$ cat src/rtl/wdt_pkg.sv
package wdt_pkg;

    localparam int unsigned NUM_IVALS = 4;

    typedef enum logic [1:0] {
        IV_SHORT  = 2'd0,
        IV_MID_LO = 2'd1,
        IV_MID_HI = 2'd2,
        IV_LONG   = 2'd3
    } wdt_ival_e;

endpackage

$ cat src/rtl/wdt_interval_dec.sv
module wdt_interval_dec
    import wdt_pkg::*;
#(
    parameter int unsigned BASE_LOG2 = 12,
    parameter int unsigned STEP_LOG2 = 3,
    localparam int unsigned CNT_W    = BASE_LOG2 + (NUM_IVALS - 1) * STEP_LOG2
) (
    input  logic [1:0]       ival_sel,
    output logic [CNT_W-1:0] limit
);

    logic [CNT_W-1:0] lim_tab [NUM_IVALS];

    // terminal count of each interval is its length minus one
    for (genvar k = 0; k < NUM_IVALS; k++) begin : g_lim
        localparam int unsigned EXP = BASE_LOG2 + k * STEP_LOG2;
        assign lim_tab[k] = CNT_W'((64'd1 << EXP) - 64'd1);
    end

    always_comb begin
        limit = lim_tab[ival_sel];
    end

endmodule

$ cat src/rtl/wdt_warn_window.sv
module wdt_warn_window #(
    parameter int unsigned WARN_CLKS = 512,
    localparam int unsigned WW       = (WARN_CLKS > 2) ? $clog2(WARN_CLKS) : 1
) (
    input  logic clk,
    input  logic rst_n,
    input  logic start,
    input  logic cancel,
    output logic active,
    output logic expire
);

    typedef struct packed {
        logic          act;
        logic [WW-1:0] wcnt;
    } win_t;

    win_t win_q, win_d;

    always_comb begin
        expire = win_q.act && (win_q.wcnt == WW'(WARN_CLKS - 1));
        active = win_q.act;
        win_d  = win_q;
        if (cancel) begin
            win_d.act  = 1'b0;
            win_d.wcnt = '0;
        end else if (start) begin
            win_d.act  = 1'b1;
            win_d.wcnt = '0;
        end else if (expire) begin
            win_d.act  = 1'b0;
            win_d.wcnt = '0;
        end else if (win_q.act) begin
            win_d.wcnt = win_q.wcnt + WW'(1);
        end
    end

    always_ff @(posedge clk or negedge rst_n) begin
        if (!rst_n) begin
            win_q <= '0;
        end else begin
            win_q <= win_d;
        end
    end

    // a started window is open on the following cycle
    a_r3_window_opens: assert property (@(posedge clk) disable iff (!rst_n)
        (start && !cancel) |=> active);

    // a cancel closes the window
    a_r5_cancel_closes: assert property (@(posedge clk) disable iff (!rst_n)
        cancel |=> !active);

endmodule

$ cat src/rtl/wdt_early_warn.sv
module wdt_early_warn
    import wdt_pkg::*;
#(
    parameter int unsigned BASE_LOG2 = 12,
    parameter int unsigned STEP_LOG2 = 3,
    parameter int unsigned WARN_CLKS = 512,
    localparam int unsigned CNT_W    = BASE_LOG2 + (NUM_IVALS - 1) * STEP_LOG2
) (
    input  logic       clk,
    input  logic       rst_n,
    input  logic       en,
    input  logic [1:0] ival_sel,
    input  logic       restart,
    input  logic       irq_en,
    input  logic       rst_en,
    input  logic       flag_clr,
    output logic       irq,
    output logic       flag,
    output logic       rst_req
);

    typedef struct packed {
        logic [CNT_W-1:0] cnt;
        logic [1:0]       sel;
        logic             flag;
        logic             rreq;
    } st_t;

    st_t              st_q, st_d;
    logic [CNT_W-1:0] limit;
    logic             win_active;
    logic             win_expire;
    logic             sel_chg;
    logic             reload;
    logic             timeout;

    wdt_interval_dec #(
        .BASE_LOG2 (BASE_LOG2),
        .STEP_LOG2 (STEP_LOG2)
    ) u_dec (
        .ival_sel (ival_sel),
        .limit    (limit)
    );

    wdt_warn_window #(
        .WARN_CLKS (WARN_CLKS)
    ) u_win (
        .clk    (clk),
        .rst_n  (rst_n),
        .start  (timeout),
        .cancel (reload),
        .active (win_active),
        .expire (win_expire)
    );

    always_comb begin
        sel_chg = (ival_sel != st_q.sel);
        reload  = !en || restart || sel_chg;
        timeout = !reload && !win_active && (st_q.cnt == limit);

        st_d      = st_q;
        st_d.sel  = ival_sel;
        st_d.rreq = 1'b0;

        if (reload || timeout || win_active) begin
            st_d.cnt = '0;
        end else begin
            st_d.cnt = st_q.cnt + CNT_W'(1);
        end

        if (win_expire && !reload) begin
            st_d.rreq = rst_en;
        end

        if (timeout) begin
            st_d.flag = 1'b1;
        end else if (flag_clr) begin
            st_d.flag = 1'b0;
        end
    end

    always_ff @(posedge clk or negedge rst_n) begin
        if (!rst_n) begin
            st_q <= '0;
        end else begin
            st_q <= st_d;
        end
    end

    assign flag    = st_q.flag;
    assign rst_req = st_q.rreq;
    assign irq     = st_q.flag && irq_en;

    // the reset request lasts a single clock
    a_r3_rreq_one_clk: assert property (@(posedge clk) disable iff (!rst_n)
        rst_req |=> !rst_req);

    // a reset request needs the reset enable at the edge before it
    a_r4_rreq_needs_enable: assert property (@(posedge clk) disable iff (!rst_n)
        $rose(rst_req) |-> $past(rst_en));

    // a timeout sets the flag
    a_r2_timeout_sets_flag: assert property (@(posedge clk) disable iff (!rst_n)
        timeout |=> flag);

    // the flag holds until cleared
    a_r8_flag_sticky: assert property (@(posedge clk) disable iff (!rst_n)
        (flag && !flag_clr) |=> flag);

    // a restart strobe suppresses the reset request
    a_r5_restart_no_rreq: assert property (@(posedge clk) disable iff (!rst_n)
        restart |=> !rst_req);

    // disabled means no warning window
    a_r7_disabled_idle: assert property (@(posedge clk) disable iff (!rst_n)
        !en |=> (!win_active && !rst_req));

endmodule

$ cat config.mk
export PLATFORM = sky130hd
export DESIGN_NAME = wdt_early_warn
export DESIGN_NICKNAME = d
export VERILOG_FILES = /design/src/rtl/wdt_pkg.sv /design/src/rtl/wdt_interval_dec.sv /design/src/rtl/wdt_warn_window.sv /design/src/rtl/wdt_early_warn.sv
export SDC_FILE = /design/constraint.sdc
export NUM_CORES = 1
export LEC_CHECK = 0
export BUFFER_PORTS_ARGS = -buffer_cell sky130_fd_sc_hd__buf_4
export CELL_PAD_IN_SITES_DETAIL_PLACEMENT = 1
export CELL_PAD_IN_SITES_GLOBAL_PLACEMENT = 2
export CORE_MARGIN = 2
export CORE_UTILIZATION = 40
export DETAILED_ROUTE_END_ITERATION = 16
export PLACE_DENSITY_LB_ADDON = 0.05
export SLEW_MARGIN = 25
export SYNTH_ARGS = -nofsm -noshare
export SYNTH_HDL_FRONTEND = slang
export SYNTH_SLANG_ARGS = --single-unit
$ cat constraint.sdc
create_clock -name clk -period 4.9 [get_ports clk]
set_clock_uncertainty 0.15 [all_clocks]
set_input_delay 0.49 -clock clk [delete_from_list [all_inputs] [get_ports clk]]
set_output_delay 0.49 -clock clk [all_outputs]
set_load 0.01 [all_outputs]
==> summary.md, run 1 <==
| Metric | Value |
|---|---|
| Die width | `71.3 um` |
| Leak | `0.812 nW` |
| Register area | `876 sq um` |
| Flop pwr share | `55.7%` |
| CTS tree | `yes` |
| PostCTS Resize Cnt | `0` |
| Combinational power share | `4.5%` |
| PwrDens | `255 nW/um^2` |
| Critical path depth | `5` |
| First DRT Iteration DRCs | `41` |
| Root buffer cell | `clkbuf_8` |
| First-pass GRT wire length | `7360 um` |
| Startpoint types | `flop` |
| # IOs | `12` |
| Final wirelength | `4260 um` |
| Clk buf depth | `2` |
| Final TNS setup | `0 ps` |
| Cells along the critical path | `nand4_4, or4_4, nor4_4, buf_4, a211oi_1` |
| Max Cap Viol | `0` |
| I/O Buffers | `11` |
| NumNets Final | `219` |
| Clock power frac | `39.8%` |
| Post-route DRC | `0` |
| Pins Over Slew Limit | `0` |
| RSZ-0062 raised after global routing | `false` |
| Multi-input logic area | `893 sq um` |
| Clock Latency Late Sink | `290 ps` |
| Total congestion overflow | `0` |
| Post-DRT Antenna Nets | `0` |
| Yosys cell types | `39` |
| Vias in the first global route | `1561` |
| DRT Pass-1 Iters | `4` |
| Switching Fraction | `23.9%` |
| Placed Cells | `252` |
| Final instance area | `2040 sq um` |
| Num rows | `24` |
| Crit-path leading delay family | `simple AND/OR/NAND/NOR gates` |
| Seq/Total Area, Yosys | `48.4%` |
| Worst hold path class | `in -> async` |
| Worst setup path class | `reg -> reg` |
| Post-CTS Setup Bufs | `0` |
| Critical-path top delay cell | `or4_4` |
| Final hold vios | `0` |
| Netlist Area Pre-Place | `1810 sq um` |
| Placed cell areas | `1960 sq um` |
| DP Wirelength | `3020 um` |
| Post-synth EDFFs | `0` |
| Minimum clock period | `2470 ps` |
| GRT Util Overall | `18.6%` |
| Critical path buffer and inverter count | `1` |
| Die height | `71.3 um` |
| Critical Path RT | `4880 ps` |
| R2R cell count | `5` |
| Highest Clock Rate | `0.405 GHz` |
| Area of the core | `4350 sq um` |
| Routed len/inst | `16.4 um` |
| Least-Margin Pin Slew | `707 ps` |
| Slew HR | `52.9%` |
| Share of layout cells above drive strength 1 | `12.0%` |
| Fin crit share | `50.4%` |
| Final setup margin | `2430 ps` |
| Commonest non-fill, non-tap cells in the layout | `35 x dfrtp_1, 27 x nand2_1, 20 x o21ai_0` |
| CTS H-Tree Depth | `2` |
| CP peak stage delay | `640 ps` |
| N_diodes | `0` |
| Commonest non-fill, non-tap cell in the layout | `dfrtp_1` |
| Synthesized area per cell | `9.38 sq um` |
| Via count | `1501` |
| Worst vdd ir | `0.000122 V` |
| Main synth FF type | `dfrtp_1` |
| Total CTS buffers | `5` |
| DP Worst Slack | `2220 ps` |
| Final setup viols | `0` |
| #FFs+latches synth | `35` |
| CP Data Arrival Time | `2440 ps` |
| Net switching power | `0.125 mW` |
| Hold Slack | `2.10 ps` |
| Setup crit end kind | `flop` |
| Routability Congestion | `0.767` |
| Worst-path fanout max | `13` |
| DIE AREA | `5080 sq um` |
| Synth Instances | `193` |
| CTS clk-pin slew, worst paths | `80 ps` |
| Vias per inst | `5.77` |
| Asr flop ratio synth | `100%` |
| Finished Layout Cells | `260` |
| Synth warn | `0` |
| Initial antenna violation count | `0` |
| Status | `finished, final reports clean` |
| Largest net degree at the start of global routing | `36` |
| Starting density of the core | `41.6%` |
| Fill cell count | `518` |
| Area grow syn2layout | `12.9%` |
| Clock Sinks | `35` |
| Net Count, Synth | `205` |
| Internal power | `0.397 mW` |
| Hold-fix buffers at CTS | `0` |
==> synth_stat cells, drive strengths merged, types with 2 or more instances <==
| library cell | n | area share [%] |
|---|---|---|
| nor2 | 7 | 1.5 |
| or4 | 7 | 3.1 |
| o21ai | 21 | 5.8 |
| o31ai | 3 | 1.2 |
| and3 | 3 | 1.0 |
| dfrtp | 35 | 48 |
| nor4 | 8 | 3.1 |
| o21a | 2 | 0.83 |
| or3 | 6 | 2.1 |
| inv | 5 | 1.0 |
| nand3 | 6 | 1.7 |
| xnor2 | 6 | 2.9 |
| nand2 | 27 | 5.6 |
| nor2b | 2 | 0.69 |
| nor3 | 14 | 3.9 |
| ha | 3 | 2.1 |
| xor2 | 5 | 2.4 |
| clkbuf | 3 | 0.62 |
| nand4 | 2 | 1.5 |
| buf | 4 | 1.5 |
| a211oi | 4 | 1.7 |
| and2 | 4 | 1.4 |
| a21oi | 5 | 1.4 |
==> routing by layer <==
metal	wire length (um)	vias up	share of wire [%]	global-route usage, %
li1	-	728	-	-
met1	1870	748	44	22.2
met2	2220	21	52	32.5
met3	145	4	3.4	5.34
met4	27	0	0.63	5.24
met5	0	-	0	0
==> area by class of cell <==
cell class                 count  share of cell area [%]
sequential                    35                    42.9
inverter                       5                   0.919
clock inverter                 2                   0.612
timing repair buffer          14                    5.14
tap                           52                    3.18
clock buffer                   6                    3.55
multi-input combinational    146                    43.7
==> worst paths after layout <==
kind | start | to | slack, ps
max | st_q[7] | st_q[17] | 2430
min in group clk | ival_sel[0] | st_q[2] | 190
min | rst_n | u_win.win_q[3] | 2
max reg2reg | st_q[7] | st_q[17] | 2430
max in group asynchronous | rst_n | st_q[12] | 4270
min reg2reg | st_q[4] | st_q[4] | 340
==> registers in the layout, summed over array words and instances, names as in the netlist <==
| name | cells |
|---|---|
| u_win.win_q | 9 |
| flag | 1 |
| u_win.active | 1 |
| rst_req | 1 |
| st_q | 23 |
==> power by group through the flow <==
stage,registers [mW],logic (mW),clock network [mW]
finish,0.291,0.0236,0.207
global route,0.291,0.0268,0.227
CTS,0.290,0.0243,0.216
detailed placement,0.296,0.0239,0
global placement,0.296,0.0225,0
floorplan,0.296,0.00816,0
==> kinds of logic (layout without fill, tap and decap cells) <==
| logic type | count (synthesis) | in the layout | synth area share, % |
|---|---|---|---|
| compound gates | 42 | 42 | 13.9 |
| xor+xnor | 11 | 11 | 5.32 |
| fa+ha+maj | 3 | 3 | 2.07 |
| buf+inv | 12 | 27 | 3.11 |
| flops | 35 | 35 | 48.4 |
| mux | 1 | 1 | 0.553 |
| simple gates | 89 | 89 | 26.7 |
==> per-stage QoR <==
| stage | util, % | power [mW] |
|---|---|---|
| floorplan | - | 0.304 |
| global placement | 45.0 | 0.319 |
| detailed placement | 45.0 | 0.320 |
| CTS | 46.9 | 0.531 |
| global route | 46.9 | 0.544 |
| finish | 46.9 | 0.522 |
(Power assumes the default switching activity.)
==> run 2, diff against run 1 <==
--- a/config.mk
+++ b/config.mk
@@ -9,7 +9,7 @@
 export CELL_PAD_IN_SITES_DETAIL_PLACEMENT = 1
 export CELL_PAD_IN_SITES_GLOBAL_PLACEMENT = 2
 export CORE_MARGIN = 2
-export CORE_UTILIZATION = 40
+export CORE_UTILIZATION = 34
 export DETAILED_ROUTE_END_ITERATION = 16
 export PLACE_DENSITY_LB_ADDON = 0.05
 export SLEW_MARGIN = 25
==> constraint.sdc (replaced) <==
create_clock -name clk -period 2.2 [get_ports clk]
set_clock_uncertainty 0.15 [all_clocks]
set_input_delay 0.22 -clock clk [delete_from_list [all_inputs] [get_ports clk]]
set_output_delay 0.22 -clock clk [all_outputs]
set_load 0.01 [all_outputs]
==> run 2 against run 1 <==
Against the previous run: via count grew 2.3%; largest cell class unchanged; sequential share of layout area shrank 2.6 points; power grew 120%; highest routed layer unchanged; final cell count grew 12%; non-clock buffer count grew 12; maximum frequency grew 16%; wire length shrank 0.61%; critical path depth is the same; global-route usage shrank 3.0 points; design area grew 6.6%; register-to-register slack lost 2400 ps; utilization shrank 4.3 points.
==> summary.md, run 2 (synthesis results as in run 1) <==
| Metric | Value |
|---|---|
| Status | `finished, final reports clean` |
| Initial antenna violation count | `0 (unchanged)` |
| Vias per inst | `5.30 (-8.3%)` |
| Highest Clock Rate | `0.471 GHz (+16%)` |
| Fin crit share | `96.6% (+46 points)` |
| Worst vdd ir | `0.000329 V (+170%)` |
| Area of the core | `5110 sq um (+17%)` |
| DP Wirelength | `2980 um (-1.6%)` |
| Clock power frac | `38.8% (-1.0 points)` |
| Combinational power share | `5.2% (+0.7 points)` |
| I/O Buffers | `11 (unchanged)` |
| PwrDens | `531 nW/um^2 (+110%)` |
| Post-route DRC | `0 (unchanged)` |
| Worst hold path class | `in -> reg` |
| Routability Congestion | `0.770 (+0.34%)` |
| Leak | `0.865 nW (+6.5%)` |
| Multi-input logic area | `911 sq um (+2.0%)` |
| CTS clk-pin slew, worst paths | `70 ps (about the same)` |
| First-pass GRT wire length | `7530 um (+2.2%)` |
| Largest net degree at the start of global routing | `36 (unchanged)` |
| Area grow syn2layout | `20.2%` |
| Vias in the first global route | `1638 (+4.9%)` |
| Minimum clock period | `2120 ps (-344 ps)` |
| Max reg flops | `23 (unchanged)` |
| Routed len/inst | `14.6 um (-11%)` |
| Internal power | `0.891 mW (+120%)` |
| Total CTS buffers | `5 (unchanged)` |
| Slew HR | `69.6% (+17 points)` |
| Most flops, register | `st_q` |
| First DRT Iteration DRCs | `25 (-39%)` |
| Max Cap Viol | `0 (unchanged)` |
| CTS H-Tree Depth | `2 (unchanged)` |
| Net switching power | `0.265 mW (+110%)` |
| Flop pwr share | `56.0% (+0.3 points)` |
| Startpoint types | `flop` |
| Post-DRT Antenna Nets | `0 (unchanged)` |
| Clk buf depth | `2 (unchanged)` |
| DIE AREA | `5920 sq um (+17%)` |
| Least-Margin Pin Slew | `456 ps (-251 ps)` |
| Num rows | `26 (+8.3%)` |
| Setup crit end kind | `flop` |
| Final setup viols | `0 (unchanged)` |
| Largest regs | `st_q: 23 flops, u_win.win_q: 9 flops` |
| Via count | `1536 (+2.3%)` |
| Final hold vios | `0 (unchanged)` |
| Starting density of the core | `35.4% (-6.1 points)` |
| Worst-path fanout max | `6 (-7)` |
| GRT Util Overall | `15.6% (-3.0 points)` |
| Commonest non-fill, non-tap cells in the layout | `35 x dfrtp_1, 27 x nand2_1, 23 x buf_4` |
| Die height | `77.0 um (+8.0%)` |
| DRT Pass-1 Iters | `4 (unchanged)` |
| Critical-path top delay cell | `or4_4` |
| # IOs | `12 (unchanged)` |
| Share of layout cells above drive strength 1 | `16.8% (+4.8 points)` |
| Root buffer cell | `clkbuf_8` |
| Total power | `1.16 mW (+120%)` |
| Switching Fraction | `22.9% (-0.99 points)` |
| Critical Path RT | `2260 ps (-2620 ps)` |
| CP peak stage delay | `570 ps (-70 ps)` |
| Commonest non-fill, non-tap cell in the layout | `dfrtp_1` |
| Hold Slack | `21.0 ps (+18.9 ps)` |
| Final wirelength | `4240 um (-0.61%)` |
| N_diodes | `0 (unchanged)` |
| Total congestion overflow | `0 (unchanged)` |
| CP Data Arrival Time | `2180 ps (-260 ps)` |
| Clock Latency Late Sink | `280 ps (about the same)` |
| Register area | `876 sq um (unchanged)` |
| CTS tree | `yes` |
| NumNets Final | `231 (+5.5%)` |
| Cells along the critical path | `ha_2, nand2_1, or4_4, or4_1, a21oi_1` |
| Worst setup path class | `reg -> reg` |
| Die width | `77.0 um (+8.0%)` |
| Fill cell count | `608 (+17%)` |
| Pins Over Slew Limit | `0 (unchanged)` |
| Clock Sinks | `35 (unchanged)` |
==> run 2: cell types whose count changed in the layout (fill, tap and decap cells not counted), sizes merged <==
| cell | previous run | this run |
|---|---|---|
| buf | 14 | 23 |
| clkbuf | 6 | 7 |
| clkinvlp | 1 | 0 |
| dlygate4sd3 | 0 | 3 |
==> run 2: layer usage <==
metal  vias to the layer above  share of wire, %  wire [um]  track usage (%)
met2                        12                52       2200             28.1
met1                       776                45       1910             18.6
met4                         0              0.31         13             3.75
met5                         -                 0          0                0
met3                         2               2.6        109             4.00
li1                        746                 -          -                -
==> run 2: worst paths after layout <==
path	start	end	slack, ps	cells after the start
min reg2reg	st_q[4]	st_q[4]	340	1
max	st_q[4]	st_q[24]	80	5
max in group asynchronous	rst_n	st_q[23]	1300	2
min	rst_en	rst_req	20	3
max reg2reg	st_q[4]	st_q[24]	80	5
min in group asynchronous	rst_n	rst_req	280	2
==> run 2: layout make-up <==
class	instances	area share [%]
Clock buffer	7	3.51
Clock inverter	1	0.230
Inverter	5	0.862
Multi-Input combinational cell	146	41.8
Sequential cell	35	40.2
Tap cell	70	4.02
Timing Repair Buffer	26	9.31
==> run 2: what timing repair did <==
item                                    4_1_cts  5_1_grt
endpoints found under the setup margin        0        3
hold buffers                                  3        0
gates resized for setup                       0        6
endpoints found under the hold margin        37        0
setup buffers                                 0        4
==> run 2: metrics by stage <==
| step | area [sq um] | setup WS (ps) | std cells | setup TNS, ps | util [%] |
|---|---|---|---|---|---|
| detailed placement | 2020 | 71.5 | 275 | 0 | 39.6 |
| finish | 2180 | 75.2 | 290 | 0 | 42.6 |
| CTS | 2140 | 54.6 | 286 | 0 | 41.8 |
| floorplan | 1820 | 150 | 193 | 0 | - |
| global placement | 2020 | 149 | 275 | 0 | 39.6 |
| global route | 2180 | -24.5 | 290 | -39.7 | 42.6 |
==> run 2: worst max-delay path: cells and delay by family (launching register included) <==
family | cells | cell delay, ps
flops | 1 | 380
compound gates | 1 | 160
simple gates | 3 | 1140
fa+ha+maj | 1 | 210
==> run 2: power by group through the flow <==
stage / combinational, mW / clock, mW / sequential [mW]
3_3_place_gp: 0.0544 / 0 / 0.659
4_1_cts: 0.0609 / 0.478 / 0.647
6_report: 0.0601 / 0.449 / 0.647
2_1_floorplan: 0.0189 / 0 / 0.660
3_5_place_dp: 0.0566 / 0 / 0.660
5_1_grt: 0.0675 / 0.508 / 0.647
